`src/rtl/qse_pkg.sv`:
```
package qse_pkg;
  typedef enum logic [2:0] {
    OP_SOT   = 3'd0,
    OP_CMD   = 3'd1,
    OP_DUMMY = 3'd2,
    OP_TX    = 3'd3,
    OP_RX    = 3'd4,
    OP_EOT   = 3'd5
  } op_kind_e;

  typedef enum logic {
    ST_IDLE,
    ST_SHIFT
  } eng_st_e;
endpackage

```
`src/rtl/qse_clkgen.sv`:
```
module qse_clkgen #(
  parameter int DIV_W = 8
) (
  input  logic             clk_i,
  input  logic             rst_ni,
  input  logic             run_i,
  input  logic [DIV_W-1:0] div_i,
  output logic             tick_o,
  output logic             half_o
);
  logic [DIV_W-1:0] cnt_q;
  logic             half_q;

  assign tick_o = run_i && (cnt_q == div_i);
  assign half_o = half_q;

  always_ff @(posedge clk_i or negedge rst_ni) begin
    if (!rst_ni) begin
      cnt_q  <= '0;
      half_q <= 1'b0;
    end else if (!run_i) begin
      cnt_q  <= '0;
      half_q <= 1'b0;
    end else if (tick_o) begin
      cnt_q  <= '0;
      half_q <= ~half_q;
    end else begin
      cnt_q  <= cnt_q + DIV_W'(1);
    end
  end
endmodule

```
`src/rtl/qse_lane_map.sv`:
```
module qse_lane_map #(
  parameter int DATA_W = 32,
  parameter int LEN_W  = 6
) (
  input  logic [DATA_W-1:0] word_i,
  input  logic [LEN_W-1:0]  len_i,
  input  logic [LEN_W-1:0]  pos_i,
  input  logic              lsb_i,
  input  logic              quad_i,
  output logic [3:0]        lanes_o,
  output logic [3:0]        mask_o,
  output logic [LEN_W-1:0]  base_o,
  output logic [2:0]        step_o
);
  logic [LEN_W-1:0] rem;

  assign rem    = len_i - pos_i;
  // bits moved this period: one, or up to four in quad mode
  assign step_o = !quad_i ? 3'd1 : (rem >= LEN_W'(4)) ? 3'd4 : rem[2:0];
  // lowest word index carried on line 0
  assign base_o = lsb_i ? pos_i : (len_i - pos_i - LEN_W'(step_o));

  for (genvar l = 0; l < 4; l++) begin : g_mask
    assign mask_o[l] = (step_o > 3'(l));
  end

  assign lanes_o = 4'(word_i >> base_o) & mask_o;
endmodule

```
`src/rtl/qse_cs_ctrl.sv`:
```
module qse_cs_ctrl #(
  parameter int NCS  = 4,
  parameter int CS_W = 2
) (
  input  logic            clk_i,
  input  logic            rst_ni,
  input  logic            set_i,
  input  logic            clr_i,
  input  logic [CS_W-1:0] sel_i,
  output logic [NCS-1:0]  csn_o
);
  for (genvar g = 0; g < NCS; g++) begin : g_cs
    always_ff @(posedge clk_i or negedge rst_ni) begin
      if (!rst_ni)     csn_o[g] <= 1'b1;
      else if (set_i)  csn_o[g] <= (sel_i != CS_W'(g));
      else if (clr_i)  csn_o[g] <= 1'b1;
    end
  end
endmodule

```
`src/rtl/qspi_shift_engine.sv`:
```
module qspi_shift_engine
  import qse_pkg::*;
#(
  parameter int DATA_W = 32,
  parameter int LEN_W  = 6,
  parameter int DIV_W  = 8,
  parameter int NCS    = 4,
  parameter int CS_W   = 2
) (
  input  logic              clk_i,
  input  logic              rst_ni,
  input  logic [DIV_W-1:0]  cfg_div_i,
  input  logic              cfg_cpol_i,
  input  logic              cfg_cpha_i,
  input  logic              op_valid_i,
  output logic              op_ready_o,
  input  logic [2:0]        op_kind_i,
  input  logic [CS_W-1:0]   op_cs_i,
  input  logic [LEN_W-1:0]  op_len_i,
  input  logic [DATA_W-1:0] op_data_i,
  input  logic              op_lsb_i,
  input  logic              op_quad_i,
  output logic              done_o,
  output logic              rx_valid_o,
  output logic [DATA_W-1:0] rx_data_o,
  output logic              sck_o,
  output logic [NCS-1:0]    csn_o,
  output logic [3:0]        sd_o,
  output logic [3:0]        sd_oe_o,
  input  logic [3:0]        sd_i
);
  localparam int WB = $clog2(DATA_W);

  eng_st_e          state_q;
  op_kind_e         kind_q, kind_in;
  logic [DATA_W-1:0] word_q, rx_q, ld_word, rx_ins;
  logic [LEN_W-1:0] len_q, pos_q, ld_len, pos_nxt, base;
  logic [DIV_W-1:0] div_q;
  logic             lsb_q, quad_q, cpol_q, cpha_q;
  logic             done_q, rxv_q, ld_shift;
  logic             run, accept, tick, half, tx_phase;
  logic [3:0]       lanes, mask, rx_lanes;
  logic [2:0]       step;

  assign kind_in    = op_kind_e'(op_kind_i);
  assign run        = (state_q == ST_SHIFT);
  assign op_ready_o = (state_q == ST_IDLE);
  assign accept     = op_valid_i && op_ready_o;

  always_comb begin
    ld_len   = '0;
    ld_word  = '0;
    ld_shift = 1'b0;
    unique case (kind_in)
      OP_CMD: begin
        ld_len   = LEN_W'(op_len_i[3:0]) + LEN_W'(1);
        // left-aligned command: right-justify its N bits
        ld_word  = DATA_W'(op_data_i[15:0]) >> (4'd15 - op_len_i[3:0]);
        ld_shift = 1'b1;
      end
      OP_TX, OP_RX: begin
        ld_len   = LEN_W'(op_len_i[WB-1:0]) + LEN_W'(1);
        ld_word  = op_data_i;
        ld_shift = 1'b1;
      end
      OP_DUMMY: begin
        ld_len   = op_len_i;
        ld_shift = (op_len_i != '0);
      end
      default: ;
    endcase
  end

  qse_clkgen #(.DIV_W(DIV_W)) u_clkgen (
    .clk_i  (clk_i),
    .rst_ni (rst_ni),
    .run_i  (run),
    .div_i  (div_q),
    .tick_o (tick),
    .half_o (half)
  );

  qse_lane_map #(.DATA_W(DATA_W), .LEN_W(LEN_W)) u_lane_map (
    .word_i  (word_q),
    .len_i   (len_q),
    .pos_i   (pos_q),
    .lsb_i   (lsb_q),
    .quad_i  (quad_q),
    .lanes_o (lanes),
    .mask_o  (mask),
    .base_o  (base),
    .step_o  (step)
  );

  qse_cs_ctrl #(.NCS(NCS), .CS_W(CS_W)) u_cs_ctrl (
    .clk_i  (clk_i),
    .rst_ni (rst_ni),
    .set_i  (accept && kind_in == OP_SOT),
    .clr_i  (accept && kind_in == OP_EOT),
    .sel_i  (op_cs_i),
    .csn_o  (csn_o)
  );

  assign tx_phase = run && (kind_q == OP_CMD || kind_q == OP_TX);
  assign sd_o     = tx_phase ? lanes : 4'h0;
  assign sd_oe_o  = !tx_phase ? 4'h0 : (quad_q ? 4'hF : 4'h1);
  assign sck_o    = run ? (cpol_q ^ cpha_q ^ half) : cfg_cpol_i;

  assign rx_lanes = quad_q ? sd_i : {3'b000, sd_i[1]};
  assign rx_ins   = DATA_W'(rx_lanes & mask) << base;
  assign pos_nxt  = pos_q + LEN_W'(step);

  always_ff @(posedge clk_i or negedge rst_ni) begin
    if (!rst_ni) begin
      state_q <= ST_IDLE;
      kind_q  <= OP_SOT;
      word_q  <= '0;
      rx_q    <= '0;
      len_q   <= '0;
      pos_q   <= '0;
      div_q   <= '0;
      lsb_q   <= 1'b0;
      quad_q  <= 1'b0;
      cpol_q  <= 1'b0;
      cpha_q  <= 1'b0;
      done_q  <= 1'b0;
      rxv_q   <= 1'b0;
    end else begin
      done_q <= 1'b0;
      rxv_q  <= 1'b0;
      if (accept) begin
        kind_q <= kind_in;
        word_q <= ld_word;
        len_q  <= ld_len;
        pos_q  <= '0;
        lsb_q  <= op_lsb_i;
        quad_q <= op_quad_i && (kind_in != OP_DUMMY);
        cpol_q <= cfg_cpol_i;
        cpha_q <= cfg_cpha_i;
        div_q  <= cfg_div_i;
        rx_q   <= '0;
        if (ld_shift) state_q <= ST_SHIFT;
        else          done_q  <= 1'b1;
      end else if (run && tick) begin
        if (!half) begin
          if (kind_q == OP_RX) rx_q <= rx_q | rx_ins;
        end else if (pos_nxt >= len_q) begin
          state_q <= ST_IDLE;
          done_q  <= 1'b1;
          rxv_q   <= (kind_q == OP_RX);
        end else begin
          pos_q <= pos_nxt;
        end
      end
    end
  end

  assign done_o     = done_q;
  assign rx_valid_o = rxv_q;
  assign rx_data_o  = rx_q;
endmodule

```
`config.mk`:
```
export PLATFORM = sky130hd
export DESIGN_NAME = qspi_shift_engine
export DESIGN_NICKNAME = d
export VERILOG_FILES = /design/src/rtl/qse_pkg.sv /design/src/rtl/qse_clkgen.sv /design/src/rtl/qse_lane_map.sv /design/src/rtl/qse_cs_ctrl.sv /design/src/rtl/qspi_shift_engine.sv
export SDC_FILE = /design/constraint.sdc
export NUM_CORES = 1
export LEC_CHECK = 0
export BUFFER_PORTS_ARGS = -buffer_cell sky130_fd_sc_hd__buf_2
export CORE_UTILIZATION = 40
export CTS_CLUSTER_DIAMETER = 150
export CTS_CLUSTER_SIZE = 16
export DETAILED_ROUTE_END_ITERATION = 12
export GPL_ROUTABILITY_DRIVEN = 0
export MAX_ROUTING_LAYER = met4
export PLACE_DENSITY = 0.6
export REMOVE_ABC_BUFFERS = 1
export SLEW_MARGIN = 30
export SYNTH_ARGS = -nofsm -noshare
export SYNTH_HDL_FRONTEND = slang
export SYNTH_SLANG_ARGS = --single-unit
```
`constraint.sdc`:
```
create_clock -name clk_i -period 17.7 [get_ports clk_i]
set_input_delay 3.54 -clock clk_i [delete_from_list [all_inputs] [get_ports clk_i]]
set_output_delay 3.54 -clock clk_i [all_outputs]
set_load 0.01 [all_outputs]
```
== Yosys cells after proc, flatten, opt, wreduce, memory -nomap -nowiden ==
Cells that the tools add are included.

* Output and inout port bits: 48
* Register bits: 107
* Input bits: 62
* Logic and storage cells: 122

* Bitwise logic cells: 7
* Shift-type cells: 3
* $lt $le $gt $ge: 6
* Equal/unequal tests: 17
* Add/subtract/negate cells: 7
* Multiplexer cells: 42
* Reductions and logical operators: 21

{| class="wikitable"
|+ Operator list
! cell !! number
|-
| $mux W32 || 4
|-
| $pmux W32 S2 || 1
|-
| $or A32 B32 Y32 || 1
|-
| $shl A4 B6 Y32 || 1
|-
| $shr A16 B4 Y32 || 1
|-
| $shr A32 B6 Y4 || 1
|-
| $mux W6 || 5
|-
| $mux W1 || 22
|-
| $pmux W6 S3 || 1
|-
| $mux W4 || 4
|-
| $mux W8 || 2
|-
| $reduce_bool A2 Y1 || 6
|-
| $ne A2 B2 Y1 const B || 5
|-
| $eq A3 B2 Y1 const B || 3
|-
| $eq A3 B3 Y1 const B || 3
|-
| $add A8 B1 Y8 const B || 1
|-
| $and A4 B4 Y4 || 2
|-
| $eq A8 B8 Y1 || 1
|-
| $logic_and A1 B1 Y1 || 7
|-
| $add A5 B1 Y6 const B || 1
|-
| $add A6 B3 Y6 || 1
|-
| $eq A3 B1 Y1 const B || 2
|-
| $ge A6 B3 Y1 const B || 1
|-
| $ge A6 B6 Y1 || 1
|-
| other kinds (19) || 26
|}

== Depth between registers and ports, before layout ==
Gate-level depths: netlist (run 1).

* Word-level depth: 12
* Depth in mapped cells: 24
* Depth with buffers taken out: 23

== By module ==
Synthesis (run 1) repeated with hierarchy kept, for this count alone.

* Cells, all modules: 870
* Area total of the unflattened synthesis: 7503.4 µm²

{| class="wikitable"
|+ Modules (own cells, without submodules)
! module !! cells an instance !! seq. area each (µm²) !! instances !! area an instance (µm²)
|-
| qspi_shift_engine || 556 || 2352.3 || 1 || 5188.7
|-
| qse_lane_map || 252 || 0.0 || 1 || 1665.3
|-
| qse_clkgen || 47 || 225.2 || 1 || 479.2
|-
| qse_cs_ctrl || 15 || 105.1 || 1 || 170.2
|}

== Worst setup path after synthesis (run 1) ==
No wires, ideal clock.

* Path type: reg2out
* Start point: reg len_q[0]
* End point: out sd_o[1]
* Cell stages (with the launch flop): 20
* Buffers on the path: 2
* Setup slack: 9.581 ns
* Data required time: 14.160 ns
* Data arrival time: 4.579 ns
* Cell sequence: dfrtp_1 -> inv_1 -> ha_1 -> inv_1 -> fa_1 -> a21o_1 -> a21oi_2 -> xnor2_1 -> or3_4 -> nor2_1 -> nand3_1 -> inv_1 -> fa_1 -> mux2i_1 -> buf_2 -> clkbuf_1 -> mux2i_1 -> mux2i_1 -> a21o_1 -> o22ai_1

* Cells in the longest elaborated chain, start to end: 9
* Elaborated cells between the ends (all ways): 10
* Those cells by class: 2 x add/sub; 2 x order compare; 1 x shift; 4 x mux; 1 x bitwise

{| class="wikitable"
|+ Ends and longest elaborated chain
! element !! line !! text
|-
| start, declared || qspi_shift_engine.sv:37 || <nowiki>logic [LEN_W-1:0] len_q, pos_q, ld_len, pos_nxt, base;</nowiki>
|-
| start signal, assigned || qspi_shift_engine.sv:134 || <nowiki>len_q <= ld_len;</nowiki>
|-
| $sub A6 B6 Y6 (*) || qse_lane_map.sv:17, qse_lane_map.sv:21 ||
|-
| $ge A6 B3 Y1 || qse_lane_map.sv:19 || <nowiki>assign step_o = !quad_i ? 3'd1 : (rem >= LEN_W'(4)) ? 3'd4 : rem[2:0];</nowiki>
|-
| $mux W3 (2 in series) || qse_lane_map.sv:19 ||
|-
| $sub A6 B3 Y6 || qse_lane_map.sv:21 || <nowiki>assign base_o = lsb_i ? pos_i : (len_i - pos_i - LEN_W'(step_o));</nowiki>
|-
| $mux W6 || qse_lane_map.sv:21 ||
|-
| $shr A32 B6 Y4 || qse_lane_map.sv:27 || <nowiki>assign lanes_o = 4'(word_i >> base_o) & mask_o;</nowiki>
|-
| $and A4 B4 Y4 (*) || qse_lane_map.sv:27 ||
|-
| $mux W4 (*) || qspi_shift_engine.sv:105 || <nowiki>assign sd_o = tx_phase ? lanes : 4'h0;</nowiki>
|-
| end, declared || qspi_shift_engine.sv:28 || <nowiki>output logic [3:0] sd_o,</nowiki>
|}

Every way passes the cells marked *; elsewhere a longest branch is shown, timed or not.

== Final worst setup path (run 1) ==
* Start point: reg len_q[0]
* End point: out sd_o[3]

Same word-level chain as after synthesis.

==> results of run 1 <==
## metal layers
| metal | vias up | share of wire |
|---|---|---|
| li1 | 3198 | - |
| met1 | 3011 | 0.48 |
| met2 | 158 | 0.46 |
| met3 | 24 | 0.041 |
| met4 | 0 | 0.015 |
| met5 | - | 0 |
## cells by family (layout without fill, tap and decap cells)
family          after synthesis  count (layout)
fa+ha+maj                    21              21
flops                       107             107
simple gates                327             327
compound gates              203             203
buf+inv                      82             158
xor+xnor                     30              30
mux                          89              89
## worst min-delay path, delay by kind of cell, from the launching register on
kind / cells / cell delay (ps)
AO/OA/AOI/OAI: 1 / 60
AND/OR/NAND/NOR: 1 / 40
flip-flops: 1 / 340
## layout by cell type, fill, tap and decap left out, types with 4 or more instances in the layout
cell type,count
o22ai_1,4
nand2b_1,11
ha_1,18
a211oi_1,10
nor2_1,69
nand2_1,166
xnor2_1,18
nor3_1,12
dfstp_2,4
clkbuf_16,9
inv_1,23
a31oi_1,8
nand3_1,16
nor2b_1,11
a32oi_1,5
mux2i_1,71
nand4_1,6
a21o_1,4
a21oi_1,39
buf_4,8
xor2_1,11
a221oi_1,9
and2_1,7
o211ai_1,5
o22a_1,4
o21ai_0,60
dfrtp_1,103
o31ai_1,11
or3_1,5
and3_1,7
buf_2,108
mux2_2,14
## state kept, by name, indices dropped and copies added (netlist names), 3 cells and up
name,count
u_clkgen.cnt_q,8
kind_q,3
word_q,32
rx_data_o,32
div_q,8
len_q,6
u_cs_ctrl.csn_o,4
pos_q,6
## power by group through the flow
stage               clock network, mW  registers, mW  logic, mW
global route                    0.225          0.419       1.07
floorplan                           0          0.399      0.692
global placement                    0          0.409      0.926
finish                          0.212          0.406      0.964
detailed placement                  0          0.410      0.939
CTS                             0.217          0.406      0.942
## area by class of cell
class / count / area [µm²]
repair buffers: 117 / 628
well taps: 229 / 287
multi-input cells: 670 / 4360
flip-flops and latches: 107 / 2680
fillers: 1812 / 9670
clock buffers: 9 / 225
inverters: 25 / 93.8
clock inverters: 7 / 83.8
## how the worst max path moves through the flow
stage | start | endpoint | slack [ps] | cells after the start
2_1_floorplan | len_q[0]$_DFFE_PN0P_ | sd_o[2] | 8730 | 19
3_3_place_gp | len_q[0]$_DFFE_PN0P_ | sd_o[3] | 8650 | 21
3_5_place_dp | len_q[0]$_DFFE_PN0P_ | sd_o[3] | 8490 | 21
4_1_cts | len_q[0]$_DFFE_PN0P_ | sd_o[3] | 8070 | 21
5_1_grt | len_q[0]$_DFFE_PN0P_ | sd_o[3] | 7900 | 22
6_report | len_q[0]$_DFFE_PN0P_ | sd_o[3] | 8300 | 22
## metrics by stage
stage	area, µm²	hold slack (ps)	util	std cells	power, mW
4_1_cts	8330	484	0.462	1163	1.57
6_report	8360	476	0.464	1164	1.58
5_1_grt	8360	500	0.464	1164	1.72
3_3_place_gp	8010	459	0.444	1147	1.33
3_5_place_dp	8020	466	0.445	1147	1.35
2_1_floorplan	7090	446	-	802	1.09
==> impl_metrics.ini, run 1 <==
[die]
fp.dieH_um = 138
start_util = 0.409
io_pins = 110
design.core.area_um2 = 18000
die_w_um = 138
dieArea_um2 = 19000
row_count = 49

[critical_path]
rr_worst_depth = 20
crit_path_end_kind = output pin
r2r-end = rx_data_o[18]$_DFFE_PN0P_
cpMostUsedCell = inv_1
critPathLaunchType = flip-flop
crit_chain = inv_1 > ha_1 > inv_1 > fa_1 > a21o_1 > a21oi_2 > xnor2_1 > or3_4 > nor2_1 > nand3_1 > inv_1 > fa_1 > xnor2_1 > and3_1 > a221o_1 > nor2_4 > buf_16 > mux2i_1 > mux2_2 > o221ai_1 > a211oi_1 > buf_2
r2r-start = len_q[0]$_DFFE_PN0P_
cp_max_fo = 27
cp.required_ps = 14160
max_stage_delay_ps = 480
path_class = reg2out
r2r_setup_slack_ps = 12210
cp_slowest_cell = fa_1
arrival_ps = 5860
cp.buffers_inverters = 5
path_delay_family = compound AO/OA/AOI/OAI gates

[logic_synthesis]
synthArstFlopShare = 1.00
synth-xor-area-share = 0.0367
synth.distinct_cells = 76
yosys_warnings = 0
syn_area_um2 = 7370
synth_seq_cells = 107
synth_top_family_by_area = simple AND/OR/NAND/NOR gates
synthFlopType = dfrtp_1
synth_top_cells_by_area = dfrtp_1 35%, mux2i_1 9.8%, nand2_1 8.5%, o21ai_0 4.1%, nor2_1 3.5%
synth-simple-area-share = 0.196
synth_edf_count = 0
netlist.area_leader.share = 0.350
yosysTopAreaCell = dfrtp_1
synth_common_cells = 167 x nand2_1, 103 x dfrtp_1, 72 x mux2i_1
synth_adder_area_share = 0.0387
synth.most_common_cell = nand2_1
muxShareOfSynthArea = 0.128
synth_cells = 859
synth_compound_area_frac = 0.185
yosysSeqAreaShare = 0.364
avgSynthCellArea_um2 = 8.58

[sta]
slew_headroom = 0.382
clock.fmax_mhz = 106
finalCritPeriodShare = 0.531
finalSetupViolCount = 0
post-route-min-period_ps = 9400
fin_ws_ps = 8300
tns_ps = 0
rsz0062_at_grt = no
worst_pin_slew_ps = 924
finalMaxSlewViolations = 0
finalClockSkew_ps = 6.80
hold_viol_final = 0

[global_routing]
use_met3 = 0.0353
grt_util_met2 = 0.341
grt_pass1_vias = 6003
grt-busiest-layer = met2
grt_remaining_overflow = 0
grt_util_met1 = 0.293
track_usage = 0.218
grt_max_degree = 86
antenna_found_initial = 0
grt_pass1_wl_um = 31100

[pwr]
comb_power_share = 0.610
p_int_mw = 0.834
p_per_area_nw_per_um2 = 189
sequentialPowerShare = 0.257
switching_share = 0.473
clockPowerShare = 0.134
ir_drop_mv = 0.206
p_leak_nw = 3.97
switching_power_mw = 0.747

[clock_tree]
cts.sinks = 107
clk_pin_slew_ps = 80
post_cts_buffers = 0
cts_resized = 0
cts_buffer_depth = 2
clk_latency_ps = 360
cts_tree = yes
cts_made_buffers = 9
htree_levels = 3
cts_root_buffer = clkbuf_16
cts_hold_buf = 0

[drt]
drcViolationCount = 0
avgRoutedWirePerCell_um = 16.6
drtIter0Drc = 431
avgViaCountPerCell = 5.49
drt_first_pass_iters = 5
vias = 6391
wl_um = 19400
antenna_left = 0

[final_layout]
antenna_cells = 0
final_nets = 1013
drive_gt1_frac = 0.185
areaGrowthSynthToFinish_pct = 13.4

[placement]
port_buffers = 109
hpwl_um = 14200
pre_cts_slack_ps = 8490

[hold_path]
min_to = rx_data_o[12]$_DFFE_PN0P_
min_delay_path_depth = 2
min_from = rx_data_o[12]$_DFFE_PN0P_
hold_path.class = reg2reg

[outcome]
status = completed

[run]
maxCapViolCount = 0
No activity file was read; power rests on OpenSTA's default activity.
==> inputs of run 2 (changes only) <==
clock period = 8.8 ns   (was 17.7 ns; I/O delays follow)
==> run 2 against run 1 <==
Wire length rose by 1.2%. Clock power is 100% higher. Die area unchanged. Register-to-register slack worse by 8800 ps. Largest cell class unchanged.
==> impl_metrics.ini, run 2 (synthesized netlist as in run 1, its figures left out) <==
[outcome]
status = completed

[clock_tree]
cts.sinks = 107
clk_pin_slew_ps = 80
post_cts_buffers = 0
cts_tree = yes
cts_buffer_depth = 2
cts_root_buffer = clkbuf_16
cts_hold_buf = 0
clk_latency_ps = 360
cts_resized = 0
cts_made_buffers = 9
htree_levels = 3

[drt]
wl_met1_um = 9350
vias = 6456
drtIter0Drc = 348
avgViaCountPerCell = 5.54
routed.top_layer = met4
avgRoutedWirePerCell_um = 16.8
wl_um = 19600
drt_first_pass_iters = 5
antenna_left = 0
drcViolationCount = 0
wl_met3_um = 864
wl_met2_um = 9090

[global_routing]
grt_pass1_wl_um = 31900
antenna_found_initial = 0
grt_max_degree = 85
grt_remaining_overflow = 0
grt_pass1_vias = 6065
track_usage = 0.223

[final_layout]
areaGrowthSynthToFinish_pct = 13.0
antenna_cells = 0
layout_commonest_cell = nand2_1
fill_cells = 1855
final_util = 0.462
mostFrequentLayoutCells = 166 x nand2_1, 108 x buf_2, 103 x dfrtp_1
drive_gt1_frac = 0.186
fin_area_um2 = 8330
final_nets = 1014
fin_cells = 1165

[die]
start_util = 0.409
dieArea_um2 = 19000
fp.dieH_um = 138
die_w_um = 138
row_count = 49
io_pins = 110
design.core.area_um2 = 18000

[placement]
place_area_um2 = 8020
hpwl_um = 14300
port_buffers = 109
dp_cells = 1149
pre_cts_slack_ps = 1540

[sta]
finalClockSkew_ps = 10.1
slew_headroom = 0.426
finalMaxSlewViolations = 0
post-route-min-period_ps = 7730
hold_viol_final = 0
finalSetupViolCount = 0
tns_ps = 0
worst_pin_slew_ps = 861
rsz0062_at_grt = no
fin_ws_ps = 1070
clock.fmax_mhz = 129
finalCritPeriodShare = 0.879

[run]
maxCapViolCount = 0

[critical_path]
path_class = reg2out
r2r-start = len_q[0]$_DFFE_PN0P_
timing.critical_path.from = len_q[0]$_DFFE_PN0P_
r2r_setup_slack_ps = 3380
crit_path_end_kind = output pin
cp.required_ps = 7040
critPathLaunchType = flip-flop
cp_max_fo = 31
endpoint = sd_o[3]
rr_worst_depth = 20
r2r-end = rx_data_o[18]$_DFFE_PN0P_
arrival_ps = 5970

[hold_path]
hold_path.class = reg2reg

[pwr]
p_leak_nw = 3.95
ir_drop_mv = 0.243
p_per_area_nw_per_um2 = 379
run 2: changes by cell type in the layout (fill, tap and decap cells not counted):
cell | previous run | this run
buf_16 | 1 | 0
buf_4 | 8 | 10
clkinv_4 | 3 | 2
inv_6 | 0 | 2
inv_8 | 2 | 1
o41ai_2 | 0 | 1
o41ai_4 | 2 | 1
run 2: worst min-delay path by stage:
stage	start	end	slack, ps	cells after the start
5_1_grt	kind_q[1]$_DFFE_PN0P_	kind_q[1]$_DFFE_PN0P_	500	2
6_report	rx_data_o[28]$_DFFE_PN0P_	rx_data_o[28]$_DFFE_PN0P_	480	2
3_5_place_dp	rx_data_o[20]$_DFFE_PN0P_	rx_data_o[20]$_DFFE_PN0P_	460	2
3_3_place_gp	rx_data_o[12]$_DFFE_PN0P_	rx_data_o[12]$_DFFE_PN0P_	460	2
2_1_floorplan	kind_q[1]$_DFFE_PN0P_	kind_q[1]$_DFFE_PN0P_	450	2
4_1_cts	rx_data_o[20]$_DFFE_PN0P_	rx_data_o[20]$_DFFE_PN0P_	480	2
run 2: power by group:
group | switching, mW | internal (mW) | total [mW] | leakage [nW]
sequential | 0.159 | 0.658 | 0.816 | 1.40
combinational | 1.14 | 0.769 | 1.91 | 2.40
clock | 0.205 | 0.226 | 0.431 | 0.152
total | 1.51 | 1.65 | 3.16 | 3.95
run 2: through the flow:
stage               hold WS, ps  total power [mW]
floorplan                   446              2.19
global placement            458              2.71
detailed placement          465              2.72
CTS                         482              3.16
global route                504              3.42
finish                      478              3.16
run 2: metal layers:
layer,vias to the layer above,global-route usage
li1,3189,-
met1,3082,0.302
met2,166,0.349
met3,19,0.0291
met4,0,0.0658
met5,-,-
run 2: layout make-up:
type,count,area [µm²],share of cell area
multi-input cells,670,4340,0.522
flip-flops and latches,107,2680,0.322
inverters,25,93.8,0.0113
clock inverters,7,81.3,0.00976
well taps,229,287,0.0344
repair buffers,118,616,0.0739
clock buffers,9,225,0.0270
run 2: worst max-delay path, stage by stage, from the launching register on:
cell      delay, ps
dfrtp_1         380
inv_1            80
ha_1            150
inv_1            50
fa_1            450
a21o_1          210
a21oi_2         140
xnor2_1         300
or3_4           270
nor2_1           60
nand3_1         120
inv_1           120
fa_1            480
xnor2_1         220
and3_1          240
a221o_1         380
nor2_4          590
buf_4           330
mux2i_1         190
mux2_2          160
o211ai_1         80
a211oi_1        370
buf_2           210
